### config.mk
export PLATFORM = sky130hd
export DESIGN_NAME = rtc_alarm_irq
export DESIGN_NICKNAME = d
export VERILOG_FILES = /design/src/rtl/rtc_alm_pkg.sv /design/src/rtl/alm_cmp.sv /design/src/rtl/alm_flag.sv /design/src/rtl/alm_regs.sv /design/src/rtl/rtc_alarm_irq.sv
export SDC_FILE = /design/constraint.sdc
export NUM_CORES = 1
export LEC_CHECK = 0
export BUFFER_PORTS_ARGS = -buffer_cell sky130_fd_sc_hd__buf_4
export CAP_MARGIN = 20
export CORE_AREA = 2 2 70 72
export CTS_CLUSTER_SIZE = 25
export DETAILED_ROUTE_END_ITERATION = 8
export DIE_AREA = 0 0 72 74
export GPL_ROUTABILITY_DRIVEN = 0
export GPL_TIMING_DRIVEN = 1
export PLACE_DENSITY = 0.82
export SLEW_MARGIN = 30
export SYNTH_ARGS = -nofsm -noshare
export SYNTH_HDL_FRONTEND = slang
export SYNTH_SLANG_ARGS = --single-unit
export TNS_END_PERCENT = 5
### constraint.sdc
create_clock -name clk -period 1.7 [get_ports clk]
set_input_delay 0.255 -clock clk [delete_from_list [all_inputs] [get_ports clk]]
set_output_delay 0.255 -clock clk [all_outputs]
set_load 0.05 [all_outputs]
### src/rtl/rtc_alm_pkg.sv
// Shared register map and bit positions for the RTC alarm interrupt block.
// Assumes a 4-bit register address space; positions are fixed by software.
package rtc_alm_pkg;
    localparam logic [3:0] A_WK_MIN  = 4'h8;
    localparam logic [3:0] A_WK_HOUR = 4'h9;
    localparam logic [3:0] A_WK_DOW  = 4'hA;
    localparam logic [3:0] A_DY_MIN  = 4'hB;
    localparam logic [3:0] A_DY_HOUR = 4'hC;
    localparam logic [3:0] A_CTRL1   = 4'hE;
    localparam logic [3:0] A_CTRL2   = 4'hF;

    localparam int EN_WK_BIT  = 7;
    localparam int EN_DY_BIT  = 6;
    localparam int FLG_DY_BIT = 0;
    localparam int FLG_WK_BIT = 1;
    localparam int FLG_PER_BIT = 2;
endpackage

### src/rtl/alm_cmp.sv
// Alarm comparator: compares a packed current-time key with a preset key and
// emits a one-cycle pulse on the clock where equality first appears.
// Assumes the key fields are already concatenated by the caller.
module alm_cmp #(
    parameter int KEY_W = 16
) (
    input  logic             clk,
    input  logic             rst_n,
    input  logic [KEY_W-1:0] cur_key,
    input  logic [KEY_W-1:0] set_key,
    output logic             hit_rise
);
    logic hit_now;
    logic hit_q;

    assign hit_now  = (cur_key == set_key);
    assign hit_rise = hit_now && !hit_q;

    // Remember the previous comparison result for edge detection.
    always_ff @(posedge clk) begin
        if (!rst_n) hit_q <= 1'b0;
        else        hit_q <= hit_now;
    end

    // an edge pulse never lasts two cycles
    p_one_cycle_hit_r4: assert property (@(posedge clk) disable iff (!rst_n)
        hit_rise |=> !hit_rise);
endmodule

### src/rtl/alm_flag.sv
// Sticky alarm flag: set by an armed match pulse, cleared by a clear request.
// A set in the same cycle as a clear wins. Assumes single-cycle pulses.
module alm_flag (
    input  logic clk,
    input  logic rst_n,
    input  logic arm,
    input  logic hit_rise,
    input  logic clr_req,
    output logic flag
);
    logic set_ev;
    assign set_ev = hit_rise && arm;

    // Hold the flag; set has priority over a same-cycle clear.
    always_ff @(posedge clk) begin
        if (!rst_n)       flag <= 1'b0;
        else if (set_ev)  flag <= 1'b1;
        else if (clr_req) flag <= 1'b0;
    end

    // a clear without a competing set empties the flag
    p_clear_r5: assert property (@(posedge clk) disable iff (!rst_n)
        (clr_req && !(hit_rise && arm)) |=> !flag);
    // an armed match always leaves the flag set
    p_set_wins_r11: assert property (@(posedge clk) disable iff (!rst_n)
        (hit_rise && arm) |=> flag);
    // a flag only rises if it was armed
    p_needs_arm_r10: assert property (@(posedge clk) disable iff (!rst_n)
        $rose(flag) |-> $past(arm));
    // with no event the flag holds
    p_hold_r5: assert property (@(posedge clk) disable iff (!rst_n)
        (!hit_rise && !clr_req) |=> $stable(flag));
endmodule

### src/rtl/alm_regs.sv
// Register file: alarm presets, control-1 enables and periodic select,
// control-2 flag clear decode, and the combinational read multiplexer.
// Assumes flags are held elsewhere and fed back for reads.
module alm_regs
    import rtc_alm_pkg::*;
#(
    parameter int DOW_W  = 3,
    parameter int HOUR_W = 6,
    parameter int MIN_W  = 7,
    parameter int SEL_W  = 3,
    parameter int ADDR_W = 4,
    parameter int DATA_W = 8
) (
    input  logic              clk,
    input  logic              rst_n,
    input  logic [ADDR_W-1:0] addr,
    input  logic              wr_en,
    input  logic [DATA_W-1:0] wr_data,
    input  logic              flg_wk,
    input  logic              flg_dy,
    input  logic              per_act,
    output logic [DATA_W-1:0] rd_data,
    output logic [DOW_W-1:0]  wk_dow,
    output logic [HOUR_W-1:0] wk_hour,
    output logic [MIN_W-1:0]  wk_min,
    output logic [HOUR_W-1:0] dy_hour,
    output logic [MIN_W-1:0]  dy_min,
    output logic              en_wk,
    output logic              en_dy,
    output logic [SEL_W-1:0]  per_sel,
    output logic              clr_wk,
    output logic              clr_dy
);
    logic wr_c2;
    assign wr_c2  = wr_en && (addr == A_CTRL2);
    assign clr_wk = wr_c2 && !wr_data[FLG_WK_BIT];
    assign clr_dy = wr_c2 && !wr_data[FLG_DY_BIT];

    // Store alarm presets and control-1 fields on writes.
    always_ff @(posedge clk) begin
        if (!rst_n) begin
            wk_dow <= '0; wk_hour <= '0; wk_min <= '0;
            dy_hour <= '0; dy_min <= '0;
            en_wk <= 1'b0; en_dy <= 1'b0; per_sel <= '0;
        end else if (wr_en) begin
            case (addr)
                A_WK_MIN:  wk_min  <= wr_data[MIN_W-1:0];
                A_WK_HOUR: wk_hour <= wr_data[HOUR_W-1:0];
                A_WK_DOW:  wk_dow  <= wr_data[DOW_W-1:0];
                A_DY_MIN:  dy_min  <= wr_data[MIN_W-1:0];
                A_DY_HOUR: dy_hour <= wr_data[HOUR_W-1:0];
                A_CTRL1: begin
                    en_wk   <= wr_data[EN_WK_BIT];
                    en_dy   <= wr_data[EN_DY_BIT];
                    per_sel <= wr_data[SEL_W-1:0];
                end
                default: ;
            endcase
        end
    end

    // Select the read value for the current address.
    always_comb begin
        rd_data = '0;
        case (addr)
            A_WK_MIN:  rd_data[MIN_W-1:0]  = wk_min;
            A_WK_HOUR: rd_data[HOUR_W-1:0] = wk_hour;
            A_WK_DOW:  rd_data[DOW_W-1:0]  = wk_dow;
            A_DY_MIN:  rd_data[MIN_W-1:0]  = dy_min;
            A_DY_HOUR: rd_data[HOUR_W-1:0] = dy_hour;
            A_CTRL1: begin
                rd_data[EN_WK_BIT]  = en_wk;
                rd_data[EN_DY_BIT]  = en_dy;
                rd_data[SEL_W-1:0]  = per_sel;
            end
            A_CTRL2: begin
                rd_data[FLG_WK_BIT]  = flg_wk;
                rd_data[FLG_DY_BIT]  = flg_dy;
                rd_data[FLG_PER_BIT] = per_act;
            end
            default: ;
        endcase
    end

    // the first cycle after reset shows cleared controls
    p_ctrl_reset_r1: assert property (@(posedge clk) disable iff (!rst_n)
        $past(!rst_n) |-> (!en_wk && !en_dy && per_sel == '0));
    // a day-of-week write keeps only the low field bits
    p_dow_mask_r9: assert property (@(posedge clk) disable iff (!rst_n)
        (wr_en && addr == A_WK_DOW) |=> (wk_dow == $past(wr_data[DOW_W-1:0])));
    // flag clears never disturb the enables
    p_clear_keeps_en_r6: assert property (@(posedge clk) disable iff (!rst_n)
        (wr_en && addr == A_CTRL2) |=> ($stable(en_wk) && $stable(en_dy)));
endmodule

### src/rtl/rtc_alarm_irq.sv
// Top of the RTC alarm interrupt block. Two alarm channels (weekly with
// day-of-week, daily without) each feed a sticky flag; outputs are active
// low. Line A merges the daily alarm with an external periodic request.
// Assumes time inputs are stable BCD values synchronous to clk.
module rtc_alarm_irq #(
    parameter int DOW_W  = 3,
    parameter int HOUR_W = 6,
    parameter int MIN_W  = 7,
    parameter int SEL_W  = 3,
    parameter int ADDR_W = 4,
    parameter int DATA_W = 8
) (
    input  logic              clk,
    input  logic              rst_n,
    input  logic [DOW_W-1:0]  now_dow,
    input  logic [HOUR_W-1:0] now_hour,
    input  logic [MIN_W-1:0]  now_min,
    input  logic              per_req,
    input  logic [ADDR_W-1:0] addr,
    input  logic              wr_en,
    input  logic [DATA_W-1:0] wr_data,
    output logic [DATA_W-1:0] rd_data,
    output logic              irq_a_n,
    output logic              irq_b_n
);
    localparam int WK_KEY_W = DOW_W + HOUR_W + MIN_W;
    localparam int DY_KEY_W = HOUR_W + MIN_W;

    logic [DOW_W-1:0]  wk_dow;
    logic [HOUR_W-1:0] wk_hour, dy_hour;
    logic [MIN_W-1:0]  wk_min, dy_min;
    logic [SEL_W-1:0]  per_sel;
    logic en_wk, en_dy, clr_wk, clr_dy;
    logic hit_wk, hit_dy, flg_wk, flg_dy, per_act;

    assign per_act = per_req && (per_sel != '0);

    alm_regs #(
        .DOW_W(DOW_W), .HOUR_W(HOUR_W), .MIN_W(MIN_W),
        .SEL_W(SEL_W), .ADDR_W(ADDR_W), .DATA_W(DATA_W)
    ) u_regs (
        .clk(clk), .rst_n(rst_n), .addr(addr), .wr_en(wr_en),
        .wr_data(wr_data), .flg_wk(flg_wk), .flg_dy(flg_dy),
        .per_act(per_act), .rd_data(rd_data), .wk_dow(wk_dow),
        .wk_hour(wk_hour), .wk_min(wk_min), .dy_hour(dy_hour),
        .dy_min(dy_min), .en_wk(en_wk), .en_dy(en_dy),
        .per_sel(per_sel), .clr_wk(clr_wk), .clr_dy(clr_dy)
    );

    alm_cmp #(.KEY_W(WK_KEY_W)) u_cmp_wk (
        .clk(clk), .rst_n(rst_n),
        .cur_key({now_dow, now_hour, now_min}),
        .set_key({wk_dow, wk_hour, wk_min}),
        .hit_rise(hit_wk)
    );

    alm_cmp #(.KEY_W(DY_KEY_W)) u_cmp_dy (
        .clk(clk), .rst_n(rst_n),
        .cur_key({now_hour, now_min}),
        .set_key({dy_hour, dy_min}),
        .hit_rise(hit_dy)
    );

    alm_flag u_flag_wk (
        .clk(clk), .rst_n(rst_n), .arm(en_wk),
        .hit_rise(hit_wk), .clr_req(clr_wk), .flag(flg_wk)
    );

    alm_flag u_flag_dy (
        .clk(clk), .rst_n(rst_n), .arm(en_dy),
        .hit_rise(hit_dy), .clr_req(clr_dy), .flag(flg_dy)
    );

    assign irq_b_n = !(flg_wk && en_wk);
    assign irq_a_n = !((flg_dy && en_dy) || per_act);

    // outputs are idle on the first cycle out of reset
    p_idle_after_reset_r1: assert property (@(posedge clk) disable iff (!rst_n)
        $past(!rst_n) |-> (irq_a_n && irq_b_n));
    // an active periodic request always pulls line A low
    p_periodic_share_r8: assert property (@(posedge clk) disable iff (!rst_n)
        per_act |-> !irq_a_n);
    // an armed weekly match lowers line B on the next cycle
    p_weekly_fires_r2: assert property (@(posedge clk) disable iff (!rst_n)
        (hit_wk && en_wk && !(wr_en && addr == rtc_alm_pkg::A_CTRL1)) |=> !irq_b_n);
    // releasing the enable frees line B while the flag stays
    p_enable_release_r7: assert property (@(posedge clk) disable iff (!rst_n)
        (flg_wk && !en_wk) |-> irq_b_n);
endmodule

After elaboration in Yosys (flattened, before gate mapping)
Index checks and enable logic that the tools add are counted.

operators by class
  reduce and logical (&&, ||, !) cells = 26
  multiplexer cells = 8
  equal/unequal tests = 9

operators with widths
  operator            count
  $eq 4x4->1 const B  7
  $pmux 3 s7          1
  $eq 16x16->1        1
  $eq 13x13->1        1
  $pmux 3 s4          1
  $reduce_and 2->1    6
  $logic_and 1x1->1   10
  $logic_not 1->1     6
  $mux 1              5
  $reduce_bool 2->1   2
  $pmux 1 s3          1
  $reduce_bool 3->1   1
  $logic_or 1x1->1    1

word-level totals
  word-level logic and storage cells = 55
  output and inout bits = 10
  bits in registers = 38

Logic depth before layout (Yosys ltp)
Gate-level depths: netlist of run 1.

  depth after elaboration = 5
  gate-level depth with buffers = 6

By module
Synthesis of run 1 repeated with hierarchy kept, for this count alone.

second synthesis, totals
  cell total of the unflattened synthesis = 239
  area total of the unflattened synthesis = 2253.4 um^2

by module, submodules not included
  module              area an instance (um^2)  instances  cells each
  alm_regs            1770.4                   1          182
  alm_cmp (u_cmp_wk)  202.7                    1          25
  alm_cmp (u_cmp_dy)  176.4                    1          21
  alm_flag            41.3                     2          4
  rtc_alarm_irq       21.3                     1          3

Worst setup path after synthesis of run 1
No wires, ideal clock.

  kind = in2out
  start = input addr[1]
  end = output rd_data[1]
  stages = 6
  data arrival time = 2.020 ns
  path slack = -0.575 ns
  required time = 1.445 ns
  cell sequence = buf_2 nor2_1 nand2_1 nand3_1 o21ai_0 a21boi_0

on the way
  longest elaborated chain between the ends = 2

RTL lines
  element         line                 RTL
  from (decl)     rtc_alarm_irq.sv:19  input logic [ADDR_W-1:0] addr,
  $eq 4x4->1      alm_regs.sv:65       case (addr)
  $pmux 3 s7 (*)  alm_regs.sv:65
  to (decl)       rtc_alarm_irq.sv:22  output logic [DATA_W-1:0] rd_data,

Mark *: on every way between the ends. The rest lies on a longest branch, timed or not.

Worst setup path after layout of run 1
  start = register u_regs.per_sel[2]
  end = output rd_data[2]

on the way
  longest elaborated chain between the ends = 3

RTL lines
  element                 line                 RTL
  from (decl)             alm_regs.sv:30       output logic [SEL_W-1:0] per_sel,
  from (signal assigned)  alm_regs.sv:55       per_sel <= wr_data[SEL_W-1:0];
  $reduce_bool 3->1       rtc_alarm_irq.sv:36  assign per_act = per_req && (per_sel != '0);
  $logic_and 1x1->1       rtc_alarm_irq.sv:36
  $pmux 3 s7 (*)          alm_regs.sv:65

Marked as above.

==> metrics.md, run 1 <==
| Metric | Value |
|---|---|
| Status | finished with violations |
| Violated checks | negative setup slack |
| Clk pwr share | 0.335 |
| Worst Hold Margin | 0.2334 ns |
| WP buf/inv | 2 |
| First-pass GRT wire length | 9218 µm |
| DR WL/cell | 16.72 µm |
| Power Density | 650.1 mW/mm² |
| Post-synth EDFFs | 0 |
| Max Fclk | 0.5594 GHz |
| Max Cap Viol | 0 |
| Die ar. | 0.005328 mm² |
| Crit path DAT | 1.53 ns |
| Initial core utilization | 0.4735 |
| DIE WIDTH | 72 µm |
| Yosys top cell by area | dfxtp_1 |
| Sw Ratio | 0.2425 |
| CP required | 1.44 ns |
| Clk root buf | clkbuf_8 |
| Post-DRT Antenna Nets | 0 |
| LEAKAGE | 1.025 nW |
| R2r worst-path depth | 4 |
| Final setup skew | 0.002585 ns |
| Final instance area | 0.002735 mm² |
| Syn avg cell area | 9.507 µm² |
| Slowest Stage Delay on Critical Path | 0.45 ns |
| Yosys warning count | 0 |
| Post-DP Area | 0.002611 mm² |
| Final min period | 1.788 ns |
| Max-slew violations | 0 |
| Sw power | 431.2 µW |
| Congestion Overflow GR | 0 |
| Drt first pass iters | 4 |
| Slowest cell on crit path | mux4_2 |
| DP HPWL | 4311 µm |
| Vias in the first global route | 1,837 |
| I/O pins | 42 |
| Critical path's top delay family | multiplexers |
| Final nets | 314 |
| Power Total | 1.778 mW |
| Seq/Total Area, Yosys | 0.3494 |
| CTS tree | built |
| Initial DRC count | 117 |
| Rows | 25 |
| Setup Crit Path Kind | flop to output port |
| Initial antenna violation count | 0 |
| Clock sinks | 38 |
| Primary FF master, synth | dfxtp_1 |
| H-tree Lvls | 2 |
| Asr flop ratio synth | 0 |
| Routed wire length | 5601 µm |
| Core area | 0.004598 mm² |
| Worst-path cell chain | mux4_2 > inv_1 > o22ai_1 > o21a_1 > buf_6 |
| Critical path peak fanout | 3 |
| Fraction of layout cells with a size suffix above 1 | 0.2918 |
| Combinational fraction of design power | 0.152 |
| Syn Std Cell Area | 0.002177 mm² |
| Synth top area cells | dfxtp_1 (35%), mux2i_1 (18%), nor2b_1 (11%) |
| Total Routing Usage GR | 0.2318 |
| Register bit total from synthesis | 38 |
| Fill count | 401 |
| Setup crit start kind | flop |
| Pint | 1.347 mW |
| Tcrit/Tclk final | 1.052 |
| Largest net degree at the start of global routing | 39 |
| Slew headroom | 0.6828 |
| CP Capture Type | output port |
| Antenna fix cells | 0 |
| Worst-Margin Slew | 0.4715 ns |
| Vias per cell | 5.409 |
| Most frequent cells after synthesis | mux2i_1 (39), nor2b_1 (39), dfxtp_1 (38), xnor2_1 (14), xor2_1 (11) |
| Area share of the largest cell type after synthesis | 0.3494 |
| Layout area overhead | 25.63% |
| Via count | 1,812 |
| Final Hold Violating Endpoints | 0 |
| Share of total power in sequential cells | 0.513 |
| Final worst setup slack | -0.08764 ns |
| Hold Path Stages | 3 |
| DRC Markers | 0 |
| CTS Buf Count | 5 |
| Unique masters post-synth | 44 |
| CTS max path bufs | 2 |
| Height of the chip | 74 µm |
| Setup violators final | 1 |
| VDD IR-drop max | 0.3961 mV |
| Worst Hold Class | input port to flop |
| Crit. path cell count | 5 |
| Hold_buf cts | 0 |
| Worst skew pair latency | 0.29 ns |
| Unrepaired setup endpoints after global routing | true |
| Reg clk slew, reported paths | 0.07 ns |
| Synth Instances | 229 |
| PortBufs | 41 |
| Syn Nets | 261 |
[placed cells by master, fill, tap and decap left out, drive strengths merged, types with 4 or more instances in the layout]
cell type	netlist	routed
buf	6	56
nand3	8	8
xor2	11	11
clkbuf	4	6
dfxtp	38	38
nand2	7	7
nor2b	39	39
o22ai	4	4
mux2i	39	39
xnor2	14	14
nor2	10	10
inv	9	9
nand4	5	5
[final cells by class]
type	instances	area, µm²	share of cell area
inverter	9	33.78	0.01235
clock buffer	6	82.58	0.03019
sequential	38	765.7	0.2800
tap	54	67.56	0.02470
timing repair buffer	56	431.7	0.1578
multi-input combinational	172	1354	0.4950
[sequential cells by signal (all words and copies together), names as in the netlist]
name	flops
u_cmp_dy.hit_q	1
u_regs.en_wk	1
u_regs.wk_hour	6
u_cmp_wk.hit_q	1
u_flag_dy.flag	1
u_regs.per_sel	3
u_regs.en_dy	1
u_regs.dy_hour	6
u_regs.wk_dow	3
u_regs.wk_min	7
u_regs.dy_min	7
u_flag_wk.flag	1
[metal layers]
metal | wire length (µm) | share of wire | track usage | vias to the layer above
met3 | 275 | 0.049 | 0.04743 | 14
met1 | 2587 | 0.46 | 0.2982 | 835
met5 | 0 | 0 | 0 | -
met2 | 2583 | 0.46 | 0.3786 | 61
li1 | - | - | - | 902
met4 | 155 | 0.028 | 0.1048 | 0
[tightest hold or removal path, stage by stage]
cell and delay [ns]:
buf_4 0.08, mux2i_1 0.05, nor2b_1 0.10
[repair_timing]
| action | CTS | global route |
|---|---|---|
| gates cloned | 0 | 0 |
| setup buffers | 1 | 0 |
| endpoints found under the setup margin | 3 | 5 |
| endpoints found under the hold margin | 0 | 0 |
| resized for setup | 6 | 7 |
| pin swaps | 2 | 1 |
[logic make-up after synthesis]
family,Yosys count,share of synthesized area
AOI/OAI and AO/OA,28,0.09483
xor gates and xnor gates,25,0.1006
buffers and inverters,19,0.03850
DFF,38,0.3494
muxes,40,0.1897
and+or+nand+nor,79,0.2270
[power by group through the flow]
stage / clock network (mW) / registers, mW / logic (mW)
3_3_place_gp: 0 / 0.931 / 0.263
4_1_cts: 0.611 / 0.911 / 0.267
6_report: 0.595 / 0.911 / 0.271
2_1_floorplan: 0 / 0.928 / 0.141
3_5_place_dp: 0 / 0.931 / 0.265
5_1_grt: 0.649 / 0.912 / 0.292
[final timing paths]
kind | end | startpoint | slack, ns
setup / recovery | rd_data[2] | u_regs.per_sel[2]$_SDFFE_PN0P_ | -0.09
hold / removal | u_regs.en_wk$_SDFFE_PN0P_ | wr_data[7] | 0.23
setup reg to reg | u_flag_wk.flag$_SDFFE_PN0P_ | u_regs.wk_min[6]$_SDFFE_PN0P_ | 0.15
hold reg to reg | u_flag_wk.flag$_SDFFE_PN0P_ | u_cmp_wk.hit_q$_SDFF_PN0_ | 0.43
[stage by stage]
stage	cells	utilization	setup WS, ns	setup TNS (ns)
3_5_place_dp	328	0.5679	-0.006417	-0.01209
5_1_grt	335	0.5948	-0.1471	-0.3603
3_3_place_gp	328	0.5679	0.01591	0
6_report	335	0.5948	-0.08764	-0.08764
2_1_floorplan	229	-	-0.1848	-0.4328
4_1_cts	335	0.5897	-0.1036	-0.1036
(Power assumes the default switching activity.)
==> run 2, diff against run 1 <==
--- a/config.mk
+++ b/config.mk
@@ -5,7 +5,7 @@
 export SDC_FILE = /design/constraint.sdc
 export NUM_CORES = 1
 export LEC_CHECK = 0
-export BUFFER_PORTS_ARGS = -buffer_cell sky130_fd_sc_hd__buf_4
+export BUFFER_PORTS_ARGS = -buffer_cell sky130_fd_sc_hd__buf_2
 export CAP_MARGIN = 20
 export CORE_AREA = 2 2 70 72
 export CTS_CLUSTER_SIZE = 25
==> metrics.md, run 2 (synthesis results as in run 1) <==
| Metric | Value |
|---|---|
| Die ar. | 0.005328 mm² |
| R2r worst-path depth | 4 |
| WP buf/inv | 2 |
| CP required | 1.44 ns |
| Routed wire length | 5704 µm |
| PortBufs | 41 |
| Final setup skew | 0.003175 ns |
| Crit. path cell count | 5 |
| Setup Crit Path Kind | flop to output port |
| Final min period | 1.833 ns |
| Initial core utilization | 0.4735 |
| Violated checks | negative setup slack |
| Total Routing Usage GR | 0.2332 |
| Hold Path Stages | 3 |
| Vias per cell | 5.515 |
| Status | finished with violations |
| Worst Hold Class | input port to flop |
| Final nets | 319 |
| Max Cap Viol | 0 |
| Commonest non-fill, non-tap cell in the layout | nor2b_1 |
| H-tree Lvls | 2 |
| LEAKAGE | 1.037 nW |
| Worst skew pair latency | 0.29 ns |
| Congestion Overflow GR | 0 |
| I/O pins | 42 |
| Setup crit start kind | flop |
| Power Total | 1.927 mW |
| Fraction of layout cells with a size suffix above 1 | 0.3125 |
| First-pass GRT wire length | 9397 µm |
| DRC Markers | 0 |
| DR WL/cell | 16.68 µm |
| CTS max path bufs | 2 |
| Clk root buf | clkbuf_8 |
| Post-DRT Antenna Nets | 0 |
| Clk pwr share | 0.393 |
| Unrepaired setup endpoints after global routing | true |
| Vias in the first global route | 1,871 |
| Initial DRC count | 111 |
| Placed Cells | 333 |
| Clock sinks | 38 |
| Slowest Stage Delay on Critical Path | 0.47 ns |
| Setup violators final | 2 |
| DIE WIDTH | 72 µm |
| Sw Ratio | 0.2467 |
| CP Capture Type | output port |
| Crit path DAT | 1.58 ns |
| Rows | 25 |
| CTS Buf Count | 5 |
| Regs by FF count | u_regs.dy_min: 7 flops, u_regs.wk_min: 7 flops |
| Pint | 1.451 mW |
| Final worst setup slack | -0.1330 ns |
| Reg clk slew, reported paths | 0.07 ns |
| DP HPWL | 4346 µm |
| Antenna fix cells | 0 |
| Share of total power in sequential cells | 0.473 |
| CTS tree | built |
| Most frequent cells in the layout | nor2b_1 (39), mux2i_1 (38), buf_2 (36) |
| Max Fclk | 0.5455 GHz |
| VDD IR-drop max | 0.3400 mV |
| Worst-path cell chain | mux4_2 > inv_2 > o22ai_1 > o21a_1 > buf_6 |
| Tcrit/Tclk final | 1.078 |
| Critical path peak fanout | 3 |
| Power Density | 710.6 mW/mm² |
| Worst Hold Margin | 0.2299 ns |
| Initial antenna violation count | 0 |
| Critical path's top delay family | multiplexers |
| Final Hold Violating Endpoints | 0 |
| Slew headroom | 0.7329 |
| Max-slew violations | 0 |
| Core area | 0.004598 mm² |
| Via count | 1,886 |
| Worst-Margin Slew | 0.3969 ns |
| Sw power | 475.3 µW |
| Largest net degree at the start of global routing | 37 |
| Combinational fraction of design power | 0.134 |
| Height of the chip | 74 µm |
| Layout area overhead | 24.54% |
| Drt first pass iters | 4 |
| Final cell count without fillers | 342 |
| Slowest cell on crit path | mux4_2 |
==> run 2: per-layer routing <==
| metal | global-route usage | vias to the layer above | routed length, µm |
|---|---|---|---|
| met4 | 0.1111 | 0 | 176 |
| li1 | - | 917 | - |
| met5 | 0 | - | 0 |
| met2 | 0.3796 | 72 | 2669 |
| met3 | 0.05962 | 15 | 373 |
| met1 | 0.2914 | 882 | 2484 |
==> run 2: cell type report <==
cell class / count / area, µm²
clock buffer: 5 / 68.82
clock inverter: 3 / 40.04
fill: 374 / 1887
inverter: 9 / 33.78
multi-input combinational: 172 / 1340
sequential: 38 / 769.5
tap: 54 / 67.56
timing repair buffer: 61 / 391.6
==> run 2: worst reg2reg max path: stages (launching register included) <==
cell	delay, ns
dfxtp_1	0.41
o22ai_1	0.12
nor4_1	0.41
nand4_1	0.17
o41ai_1	0.27
==> run 2: what timing repair did <==
action                     in CTS  in global routing
hold buffers                    0                  0
setup endpoints to repair       3                  6
resized for setup               9                 12
setup buffers                   1                  0
hold endpoints to repair        0                  0
pin swaps                       1                  2
==> run 2: worst paths after layout <==
check	end	from	slack (ns)
worst max register to register	u_flag_wk.flag$_SDFFE_PN0P_	u_regs.wk_min[6]$_SDFFE_PN0P_	0.21
worst min-delay path	u_regs.en_wk$_SDFFE_PN0P_	wr_data[7]	0.23
worst min register to register	u_flag_wk.flag$_SDFFE_PN0P_	u_cmp_wk.hit_q$_SDFF_PN0_	0.43
worst max-delay path	rd_data[2]	u_regs.wk_dow[2]$_SDFFE_PN0P_	-0.13
==> run 2: power by group through the flow <==
| stage | Sequential, mW | Clock [mW] | Combinational, mW |
|---|---|---|---|
| finish | 0.911 | 0.757 | 0.259 |
| global route | 0.912 | 0.802 | 0.279 |
| CTS | 0.910 | 0.765 | 0.255 |
| detailed placement | 0.931 | 0 | 0.252 |
| floorplan | 0.928 | 0 | 0.141 |
| global placement | 0.931 | 0 | 0.250 |
==> run 2: metrics by stage <==
step	setup TNS, ns	setup WS, ns	utilization	area (µm²)
detailed placement	-0.03261	-0.03123	0.5565	2559
global placement	-0.01164	-0.007580	0.5565	2559
finish	-0.1511	-0.1330	0.5897	2711
CTS	-0.1321	-0.1321	0.5853	2691
floorplan	-0.4328	-0.1848	-	2181
global route	-0.4824	-0.1700	0.5897	2711
==> run 3, diff against run 2 <==
--- a/config.mk
+++ b/config.mk
@@ -7,13 +7,15 @@
 export LEC_CHECK = 0
 export BUFFER_PORTS_ARGS = -buffer_cell sky130_fd_sc_hd__buf_2
 export CAP_MARGIN = 20
-export CORE_AREA = 2 2 70 72
+export CELL_PAD_IN_SITES_DETAIL_PLACEMENT = 1
+export CELL_PAD_IN_SITES_GLOBAL_PLACEMENT = 2
+export CORE_AREA = 2 2 84 86
 export CTS_CLUSTER_SIZE = 25
 export DETAILED_ROUTE_END_ITERATION = 8
-export DIE_AREA = 0 0 72 74
+export DIE_AREA = 0 0 86 88
 export GPL_ROUTABILITY_DRIVEN = 0
 export GPL_TIMING_DRIVEN = 1
-export PLACE_DENSITY = 0.82
+export PLACE_DENSITY = 0.88
 export SLEW_MARGIN = 30
 export SYNTH_ARGS = -nofsm -noshare
 export SYNTH_HDL_FRONTEND = slang
==> metrics.md, run 3 (synthesis results as in run 1) <==
| Metric | Value |
|---|---|
| Status | finished with violations |
| Violated checks | negative setup slack |
| DRC Markers | 0 |
| Power Total | 1.758 mW |
| Die ar. | 0.007568 mm² |
| Pint | 1.306 mW |
| CP required | 1.44 ns |
| Core area | 0.006644 mm² |
| VDD IR-drop max | 0.2142 mV |
| Critical path peak fanout | 3 |
| Fraction of layout cells with a size suffix above 1 | 0.3066 |
| Setup Crit Path Kind | flop to output port |
| Worst Hold Class | input port to flop |
| Final nets | 319 |
| Most frequent cells in the layout | mux2i_1 (39), nor2b_1 (38), buf_2 (34) |
| Fill count | 784 |
| Area of the multi-input gates | 0.001344 mm² |
| Clk pwr share | 0.326 |
| LEAKAGE | 1.028 nW |
| CP Capture Type | output port |
| Max-slew violations | 0 |
| FF+latch area | 772.0 µm² |
| Rows | 30 |
| Final Hold Violating Endpoints | 0 |
| Drt first pass iters | 4 |
| DP HPWL | 5194 µm |
| Antenna fix cells | 0 |
| Vias per cell | 5.134 |
| Max Cap Viol | 0 |
| Crit path DAT | 1.55 ns |
| CTS Buf Count | 5 |
| Final worst setup slack | -0.1013 ns |
| Vias in the first global route | 1,951 |
| Layout area overhead | 25.98% |
| Max Fclk | 0.5551 GHz |
| Post-DRT Antenna Nets | 0 |
| Setup crit start kind | flop |
| Reg clk slew, reported paths | 0.07 ns |
| CTS max path bufs | 2 |
| Power Density | 641.2 mW/mm² |
| DR WL/cell | 18.30 µm |
| I/O pins | 42 |
| Routed wire length | 6715 µm |
| Clock sinks | 38 |
| Worst Hold Margin | 0.2311 ns |
| Initial DRC count | 106 |
| Initial core utilization | 0.3277 |
| Setup violators final | 1 |
| Initial antenna violation count | 0 |
| PortBufs | 41 |
| CTS tree | built |
| Commonest non-fill, non-tap cell in the layout | mux2i_1 |
| H-tree Lvls | 2 |
| Share of total power in sequential cells | 0.518 |
| DIE WIDTH | 86 µm |
| Largest net degree at the start of global routing | 21 |
| Final setup skew | 0.003103 ns |
| Congestion Overflow GR | 0 |
| First-pass GRT wire length | 10,460 µm |
| Via count | 1,884 |
| Total Routing Usage GR | 0.1831 |
| Height of the chip | 88 µm |
| Worst skew pair latency | 0.29 ns |
| Regs by FF count | u_regs.dy_min: 7 flops, u_regs.wk_min: 7 flops |
| Final min period | 1.801 ns |
| Clk root buf | clkbuf_8 |
| Sw power | 452.7 µW |
| Sw Ratio | 0.2575 |
| Unrepaired setup endpoints after global routing | true |
| Worst-Margin Slew | 0.4064 ns |
| Tcrit/Tclk final | 1.060 |
| Slew headroom | 0.7284 |
| Combinational fraction of design power | 0.156 |
## run 3: changes by cell type in the layout (fill, tap and decap cells not counted), moves of 2 or more
cell      before  now
dfxtp_1       31   29
buf_4         21   19
clkbuf_1       0    2
buf_2         36   34
clkinv_2       2    0
buf_6          3    5
dfxtp_2        7    9
## run 3: path summary, 6_finish.rpt
path | endpoint | from | cells after the start | slack, ns
setup / recovery | rd_data[2] | u_regs.dy_hour[2]$_SDFFE_PN0P_ | 5 | -0.10
hold / removal | u_regs.en_wk$_SDFFE_PN0P_ | wr_data[7] | 3 | 0.23
setup reg to reg | u_flag_wk.flag$_SDFFE_PN0P_ | u_regs.wk_hour[2]$_SDFFE_PN0P_ | 4 | 0.22
hold reg to reg | u_flag_wk.flag$_SDFFE_PN0P_ | u_cmp_wk.hit_q$_SDFF_PN0_ | 1 | 0.42
## run 3: area by class of cell
cell class / count / share of cell area
repair buffers: 61 / 0.1519
clock buffers: 7 / 0.02783
inverters: 9 / 0.01232
flip-flops and latches: 38 / 0.2815
well taps: 80 / 0.03650
multi-input cells: 172 / 0.4900
## run 3: what timing repair did
| item | 4_1_cts | 5_1_grt |
|---|---|---|
| gates cloned | 0 | 0 |
| endpoints found under the setup margin | 5 | 6 |
| pin swaps | 4 | 2 |
| hold buffers | 0 | 0 |
| resized for setup | 13 | 14 |
| setup buffers | 1 | 0 |
## run 3: routing by layer
metal | vias to the layer above | global-route usage | routed length, µm
li1 | 920 | - | -
met1 | 917 | 0.2319 | 3060
met2 | 38 | 0.3178 | 3297
met3 | 9 | 0.02356 | 220
met4 | 0 | 0.06926 | 138
met5 | - | 0 | 0
## run 3: per-stage QoR
stage	cell area (µm²)	util	setup slack, ns	std cells	setup TNS (ns)
finish	2743	0.4128	-0.1013	367	-0.1013
global route	2743	0.4128	-0.1602	367	-0.2635
CTS	2726	0.4104	-0.1048	368	-0.1077
detailed placement	2611	0.3930	-0.04317	360	-0.1004
global placement	2611	0.3930	-0.01233	360	-0.02284
floorplan	2181	-	-0.1848	229	-0.4328
## run 3: power by group through the flow
| stage | Clock [mW] | Sequential, mW | Combinational, mW |
|---|---|---|---|
| 2_1_floorplan | 0 | 0.928 | 0.141 |
| 5_1_grt | 0.624 | 0.912 | 0.295 |
| 6_report | 0.573 | 0.911 | 0.275 |
| 3_5_place_dp | 0 | 0.931 | 0.268 |
| 4_1_cts | 0.586 | 0.911 | 0.273 |
| 3_3_place_gp | 0 | 0.930 | 0.263 |
## run 3: worst max-delay path, stage by stage, from the launching register on
cell     delay [ns]
dfxtp_2        0.34
mux4_2         0.45
inv_1          0.06
o22ai_1        0.07
o21a_1         0.19
buf_6          0.15
